**src/rtl/rect_blit.sv**
```systemverilog
module rect_blit #(
  parameter int AW = 22,
  parameter int RD_LAT = 2,
  parameter logic [4:0] FILL_OP = 5'd2
) (
  input  logic          clk,
  input  logic          rst_n,
  input  logic          start,
  input  logic [15:0]   cmd,
  input  logic [15:0]   prm0,
  input  logic [15:0]   prm1,
  input  logic [15:0]   prm4,
  input  logic [15:0]   prm5,
  input  logic [15:0]   prm8,
  input  logic [15:0]   prm9,
  input  logic [15:0]   clip_x,
  input  logic [15:0]   clip_y,
  input  logic [15:0]   dst_cfg,
  input  logic [15:0]   src_cfg,
  output logic          busy,
  output logic          done,
  output logic          rd_en,
  output logic [AW-1:0] rd_addr,
  input  logic [15:0]   rd_data,
  output logic          wr_en,
  output logic [AW-1:0] wr_addr,
  output logic [15:0]   wr_data
);

  function automatic logic [31:0] swz(input logic [15:0] x, input logic [15:0] y);
    return {28'd0, x[3:0]} | {24'd0, y[3:0], 4'd0} |
           {12'd0, x[15:4], 8'd0} | {7'd0, y[15:4], 13'd0};
  endfunction

  logic              run, fm, tp, busy_d;
  logic [15:0]       x0, cx, cy, ex, ey, ox, oy, ix, iy, col, clx, cly;
  logic              nx, ny;
  logic [6:0]        dcfg;
  logic [9:0]        scfg;
  logic [RD_LAT:0]   pv;
  logic [AW-1:0]     pa [RD_LAT+1];

  wire        is_fill = cmd[15:11] == FILL_OP;
  wire [15:0] in_sx = is_fill ? prm0 : prm4;
  wire [15:0] in_sy = is_fill ? prm1 : prm5;
  wire [15:0] in_ex = is_fill ? prm4 : prm8;
  wire [15:0] in_ey = is_fill ? prm5 : prm9;

  wire [31:0] dbase = {10'd0, dcfg, 15'd0};
  wire [31:0] sbase = {10'd0, scfg[6:0], 15'd0} | {17'd0, scfg[9:7], 12'd0};
  wire [31:0] dsum  = dbase + swz(cx, cy);
  wire [31:0] ssum  = sbase + swz(ox + ix, oy + iy);
  wire [AW-1:0] daddr = dsum[AW-1:0];

  wire vis = ~cx[15] & ($signed(cx) <= $signed(clx)) &
             ~cy[15] & ($signed(cy) <= $signed(cly));
  wire [15:0] stx = nx ? 16'hFFFF : 16'h0001;
  wire [15:0] sty = ny ? 16'hFFFF : 16'h0001;
  wire fwr  = run & fm & vis;
  wire crd  = run & ~fm & vis;
  wire cwr  = pv[RD_LAT] & ((|rd_data) | ~tp);

  logic unused_bits;
  assign unused_bits = ^{cmd[10], cmd[8:0], dst_cfg[15:7], src_cfg[12:7],
                         dsum[31:AW], ssum[31:AW]};

  assign busy = run | (|pv) | wr_en;
  assign done = busy_d & ~busy;

  always_ff @(posedge clk) begin
    if (!rst_n) begin
      run <= 1'b0; fm <= 1'b0; tp <= 1'b0; busy_d <= 1'b0;
      x0 <= '0; cx <= '0; cy <= '0; ex <= '0; ey <= '0;
      ox <= '0; oy <= '0; ix <= '0; iy <= '0; col <= '0;
      clx <= '0; cly <= '0; nx <= 1'b0; ny <= 1'b0;
      dcfg <= '0; scfg <= '0;
    end else begin
      busy_d <= busy;
      if (start && !busy) begin
        run  <= 1'b1;
        fm   <= is_fill;
        tp   <= cmd[9];
        x0   <= in_sx; cx <= in_sx; cy <= in_sy;
        ex   <= in_ex; ey <= in_ey;
        nx   <= $signed(in_ex) < $signed(in_sx);
        ny   <= $signed(in_ey) < $signed(in_sy);
        ox   <= prm0; oy <= prm1; ix <= '0; iy <= '0;
        col  <= prm8;
        clx  <= clip_x; cly <= clip_y;
        dcfg <= dst_cfg[6:0];
        scfg <= {src_cfg[15:13], src_cfg[6:0]};
      end else if (run) begin
        if (cx == ex) begin
          cx <= x0;
          ix <= '0;
          if (cy == ey) run <= 1'b0;
          else begin
            cy <= cy + sty;
            iy <= iy + 16'd1;
          end
        end else begin
          cx <= cx + stx;
          ix <= ix + 16'd1;
        end
      end
    end
  end

  always_ff @(posedge clk) begin
    if (!rst_n) begin
      rd_en   <= 1'b0;
      rd_addr <= '0;
      wr_en   <= 1'b0;
      wr_addr <= '0;
      wr_data <= '0;
      pv      <= '0;
      for (int i = 0; i <= RD_LAT; i++) pa[i] <= '0;
    end else begin
      rd_en   <= crd;
      rd_addr <= ssum[AW-1:0];
      pv[0]   <= crd;
      pa[0]   <= daddr;
      for (int i = 1; i <= RD_LAT; i++) begin
        pv[i] <= pv[i-1];
        pa[i] <= pa[i-1];
      end
      wr_en   <= fwr | cwr;
      wr_addr <= fwr ? daddr : pa[RD_LAT];
      wr_data <= fwr ? col : rd_data;
    end
  end

endmodule


```
**config.mk**
```make
export PLATFORM = sky130hd
export DESIGN_NAME = rect_blit
export DESIGN_NICKNAME = d
export VERILOG_FILES = /design/src/rtl/rect_blit.sv
export SDC_FILE = /design/constraint.sdc
export NUM_CORES = 1
export LEC_CHECK = 0
export ABC_AREA = 0
export BUFFER_PORTS_ARGS = -buffer_cell sky130_fd_sc_hd__buf_2
export CORE_ASPECT_RATIO = 0.75
export CORE_MARGIN = 3
export CORE_UTILIZATION = 35
export DETAILED_ROUTE_END_ITERATION = 6
export PLACE_DENSITY = 0.62
export SYNTH_ARGS = -nofsm -noshare
export SYNTH_HDL_FRONTEND = slang
export SYNTH_SLANG_ARGS = --single-unit
```
**constraint.sdc**
```tcl
create_clock -name clk -period 6.9 [get_ports clk]
set_input_delay 0.345 -clock clk [delete_from_list [all_inputs] [get_ports clk]]
set_output_delay 0.345 -clock clk [all_outputs]
set_load 0.1 [all_outputs]
```
## Word level (Yosys, flattened, before mapping)

Memory sizes are Yosys's and may differ from the RTL's.
Index checks and enable logic that the tools add are counted.

| storage, ports and cells | value |
|---|---|
| register bits after elaboration | 277 |
| memory bits (writable) | 66 |
| input port bits | 195 |
| output and inout bits | 64 |
| word-level logic and storage cells | 107 |
| memories | 1 |

Memories:

| memory | words | width | rd ports | clocked after memory_dff | wr ports | RTL line | text |
|---|---|---|---|---|---|---|---|
| pa | 3 | 22 | 3 | 0 | 3 | 41 | `logic [AW-1:0] pa [RD_LAT+1];` |

| cells by class | value |
|---|---|
| add/sub/neg operators | 8 |
| magnitude comparators | 4 |
| equality and inequality tests | 4 |
| multiplexer cells | 25 |
| bitwise gates (word level) | 30 |
| reduce and logical (&&, ||, !) cells | 9 |

Operator list:

| operator | count |
|---|---|
| $mux W16 | 15 |
| $mux W22 | 4 |
| $add A16 B16 Y16 | 3 |
| $add A22 B22 Y22 | 2 |
| $or A20 B22 Y22 | 2 |
| $or A8 B20 Y20 | 2 |
| $add A16 B1 Y16 const B | 2 |
| $eq A16 B16 Y1 | 2 |
| $le A16 B16 Y1 | 2 |
| $lt A16 B16 Y1 | 2 |
| $or A22 B15 Y22 | 1 |
| $or A4 B8 Y8 | 2 |
| $reduce_or A16 Y1 | 1 |
| $add A13 B13 Y13 | 1 |
| $and A1 B1 Y1 | 9 |
| $not A1 Y1 | 7 |
| $or A1 B1 Y1 | 7 |
| $mux W1 | 6 |
| $reduce_and A3 Y1 | 2 |
| $eq A5 B2 Y1 const B | 1 |
| $reduce_bool A2 Y1 | 2 |
| $reduce_or A3 Y1 | 1 |
| $ne A2 B2 Y1 const B | 1 |
| $reduce_or A2 Y1 | 1 |
| other kinds (2) | 2 |

## Longest topological paths before layout

| depth | value |
|---|---|
| word-level depth | 7 |
| gate-level depth with buffers | 18 |
| depth with buffers taken out | 18 |

## Least setup slack after synthesis

Ideal clock, no wire load.

| path | value |
|---|---|
| path type | flip-flop to flip-flop |
| start point | reg ix[0] |
| end point | reg rd_addr[21] |
| setup time | 0.128 ns |
| data arrival time | 3.659 ns |
| data required time | 6.772 ns |
| setup slack | 3.114 ns |
| cell stages (with the launch flop) | 18 |
| path buffers | 0 |
| clock period less this slack | 3.786 ns |
| path through | dfxtp_1 -> ha_1 -> fa_1 -> a21o_1 -> a21oi_1 -> nor2_1 -> o31a_1 -> a21o_1 -> a211oi_1 -> o21ai_0 -> ha_1 -> a21oi_1 -> o22ai_1 -> or4_1 -> a31o_2 -> a21oi_1 -> xnor2_1 -> nor2_1 |

| between the ends | value |
|---|---|
| longest elaborated chain between the ends | 5 |

RTL lines:

| item | RTL line | text |
|---|---|---|
| start: declaration | 36 | `logic [15:0] x0, cx, cy, ex, ey, ox, oy, ix, iy, col, clx, cly;` |
| start signal: assignment | 103 | `ix <= ix + 16'd1;` |
| $add A16 B16 Y16 (*) | 52 | `wire [31:0] ssum = sbase + swz(ox + ix, oy + iy);` |
| $or A4 B8 Y8 | 31 | `return {28'd0, x[3:0]} \| {24'd0, y[3:0], 4'd0} \|` |
| $or A8 B20 Y20 (*) | 31 |  |
| $or A20 B22 Y22 (*) | 32 | `{12'd0, x[15:4], 8'd0} \| {7'd0, y[15:4], 13'd0};` |
| $add A22 B22 Y22 (*) | 52 |  |
| end signal: assignment | 120 | `rd_addr <= ssum[AW-1:0];` |
| end: declaration | 23 | `output logic [AW-1:0] rd_addr,` |

Mark *: on every way between the ends. The rest lies on a longest branch, timed or not.
A chain may end at the register's enable or synchronous reset.

## Final worst setup path

Ends and elaborated chain as after synthesis.

==> run summary <==
Port Buf Inserts: 233
Dpl ws: 2.60 ns
Critical Path End Type: register
Pint: 3.68 mW
Synth cell types: 68
Chip height: 197 um
Cts bufs inserted: 38
Status: finished clean
First-pass GRT wire length: 77500 um
Pleak: 9.06 nW
Worst slew pin tran: 1.15 ns
CP Launch Type: register
FF+latch count, synth: 339
Initial Utilization: 0.358
Postcts setup bufs: 0
Vias in the first global route: 14081
Number of synthesis warnings: 0
Syn nets: 2339
Top Layer Used: met4
Final Hold Viols: 0
Initial antenna violation count: 1
Clk slew on worst S/H paths: 0.06 ns
EDFF count, synth: 0
Num Clock Sinks: 339
Detailed Place HPWL: 36700 um
DR vias/cell: 5.09
Synthesized instance count: 2004
DIE WIDTH: 261 um
Via count: 14576
Ranking of synthesized cells by area: dfxtp_1, ha_1, nand2_1, a21oi_1, nor2_1
Net switching power: 1.72 mW
Fin. max-slew vios: 0
Core area: 0.0477 sq mm
Cell area after synthesis: 0.0171 sq mm
Main synth FF type: dfxtp_1
Htree depth: 2
Congestion Overflow GR: 0
Comb power frac: 0.214
Syn_area_per_cell: 8.52 sq um
Worst hold path type: input port to register
Synth async-reset ratio: 0
Yosys top cell area share: 0.398
Clock power share: 0.370
Largest register FFs: 66
Final setup TNS: 0 ns
Setup Crit Path Kind: register to register
Worst-Skew Late Latency: 0.56 ns
DR iter-0 viols: 831
Register share of total power: 0.416
Largest net degree at the start of global routing: 119
Pre-Repair DR Iteration Count: 5
Clock root buffer master: clkbuf_16
Routed wire length: 50000 um
Biggest register: pa
Synth cell count leaders: dfxtp_1, nand2_1, nor2_1
Final Critical Period: 4.40 ns
# setup viols final: 0
Max Clock Skew: 0.0295 ns
Die footprint: 0.0515 sq mm
Final period util: 0.638
Share of post-route cells with drive strength above 1: 0.163
PwrDens: 271 mW/mm^2
Routability cong.: 0.853
Largest registers: pa x66, rd_addr x22, wr_addr x22
MaxCap Viol Count: 0
Sw frac: 0.319
Nets@finish: 2528
Area Overhead vs Synth: 16.8%
RSZ-0062 raised after global routing: no
Maximum VDD drop: 0.000133 V
Final worst slack: 2.50 ns
Clock tree buffer depth: 3
Row cnt: 69
Io pins: 259
Peak Freq: 227 MHz
Top-count cell post-synth: dfxtp_1
Wire per inst: 17.5 um
Met1 wire length: 24000 um
Critical path data required time: 7.30 ns
All-Layer GR Usage: 0.190
WP data arrival: 4.80 ns
Met2 WL post-DR: 22200 um
Slew headroom: 0.233
Sequential fraction of the synthesis area: 0.398
Synth area leader: dfxtp_1
DRT antenna net count: 0
Met3 WL: 2600 um
Residual DRC count: 0
CTS tree: yes
Worst-path fanout max: 4
==> power by group through the flow <==
| stage | Sequential [mW] | Clock [mW] | Combinational, mW |
|---|---|---|---|
| 3_3_place_gp | 2.28 | 0 | 1.12 |
| 3_5_place_dp | 2.29 | 0 | 1.15 |
| 4_1_cts | 2.25 | 2.05 | 1.16 |
| 2_1_floorplan | 2.37 | 0 | 0.724 |
| 5_1_grt | 2.26 | 2.13 | 1.28 |
| 6_report | 2.24 | 2.00 | 1.15 |
==> area by class of cell <==
class	count	area, sq um
Timing Repair Buffer	245	1260
Inverter	83	317
Clock inverter	14	123
Fill cell	4779	27800
Clock buffer	54	1100
Antenna cell	1	2.50
Sequential cell	339	6790
Tap cell	639	800
Multi-Input combinational cell	1486	9550
==> metrics by stage <==
step | hold slack [ns] | area [sq um] | cells | total power [mW] | utilization
2_1_floorplan | 0.412 | 17100 | 2004 | 3.10 | -
6_report | 0.0348 | 19900 | 2861 | 5.40 | 0.418
3_3_place_gp | 0.413 | 18700 | 2790 | 3.40 | 0.392
4_1_cts | 0.00315 | 19900 | 2860 | 5.46 | 0.418
5_1_grt | 0.0204 | 19900 | 2860 | 5.67 | 0.418
3_5_place_dp | 0.417 | 18700 | 2790 | 3.44 | 0.392
==> critical path, stage by stage, from the launching register on <==
cell,delay [ns]
dfxtp_1,0.35
ha_1,0.22
fa_1,0.41
a21o_1,0.19
a21oi_1,0.17
nor2_1,0.09
o31a_1,0.32
a21o_1,0.21
a211oi_1,0.39
o21ai_0,0.14
ha_1,0.32
a21oi_1,0.22
o22ai_1,0.14
or4_1,0.46
a31o_2,0.26
a21oi_1,0.17
xnor2_1,0.14
nor2_1,0.05
==> kinds of logic (layout without fill, tap and decap cells) <==
kind of cell             Yosys count  after routing  synth area share
other                              0              1                 0
flip-flops                       339            339             0.398
AO/OA/AOI/OAI                    363            363             0.129
adder cells (fa/ha/maj)          140            140             0.105
multiplexers                     106            106            0.0654
buffers and inverters            179            396            0.0441
AND/OR/NAND/NOR                  762            762             0.200
XOR/XNOR                         115            115            0.0590
==> placed cells by master, fill, tap and decap left out, types with 6 or more instances in the layout <==
master	Yosys	final
a211oi_1	13	13
a21o_1	33	33
a21oi_1	184	184
a221oi_1	15	15
a31oi_1	9	9
and2_1	60	58
and3_1	13	13
buf_2	30	232
buf_4	1	11
clkbuf_1	59	7
clkbuf_16	0	38
clkbuf_8	0	9
clkinv_2	0	7
dfxtp_1	339	339
fa_1	6	6
ha_1	134	134
inv_1	82	82
mux2_2	32	32
mux2i_1	71	71
nand2_1	320	319
nand2b_1	12	12
nand3_1	35	35
nand4_1	20	20
nor2_1	202	202
nor2b_1	8	8
nor3_1	45	45
nor4_1	13	13
o21a_1	12	12
o21ai_0	42	42
o22ai_1	13	13
o31a_1	6	6
o31ai_1	6	6
or2_2	9	9
or3_1	7	7
xnor2_1	34	34
xor2_1	81	81
==> path summary, 6_finish.rpt <==
path                                 start           to  slack, ns  cells after the start
worst max register to register       ix[0]  rd_addr[21]       2.50                     17
worst min-delay path            src_cfg[5]      scfg[5]       0.03                      3
worst max-delay path                 ix[0]  rd_addr[21]       2.50                     17
worst min register to register   pa[0][30]    pa[0][52]       0.43                      1
==> repair_timing <==
item                      in CTS  in global routing
hold buffers                   2                  0
resized for setup              0                  0
hold endpoints to repair       2                  0
==> per-layer routing <==
layer,track usage,vias to the layer above
met5,0,-
met4,0.0632,0
met3,0.0290,83
met2,0.301,399
met1,0.264,6864
li1,-,7230
(Power assumes the default switching activity.)
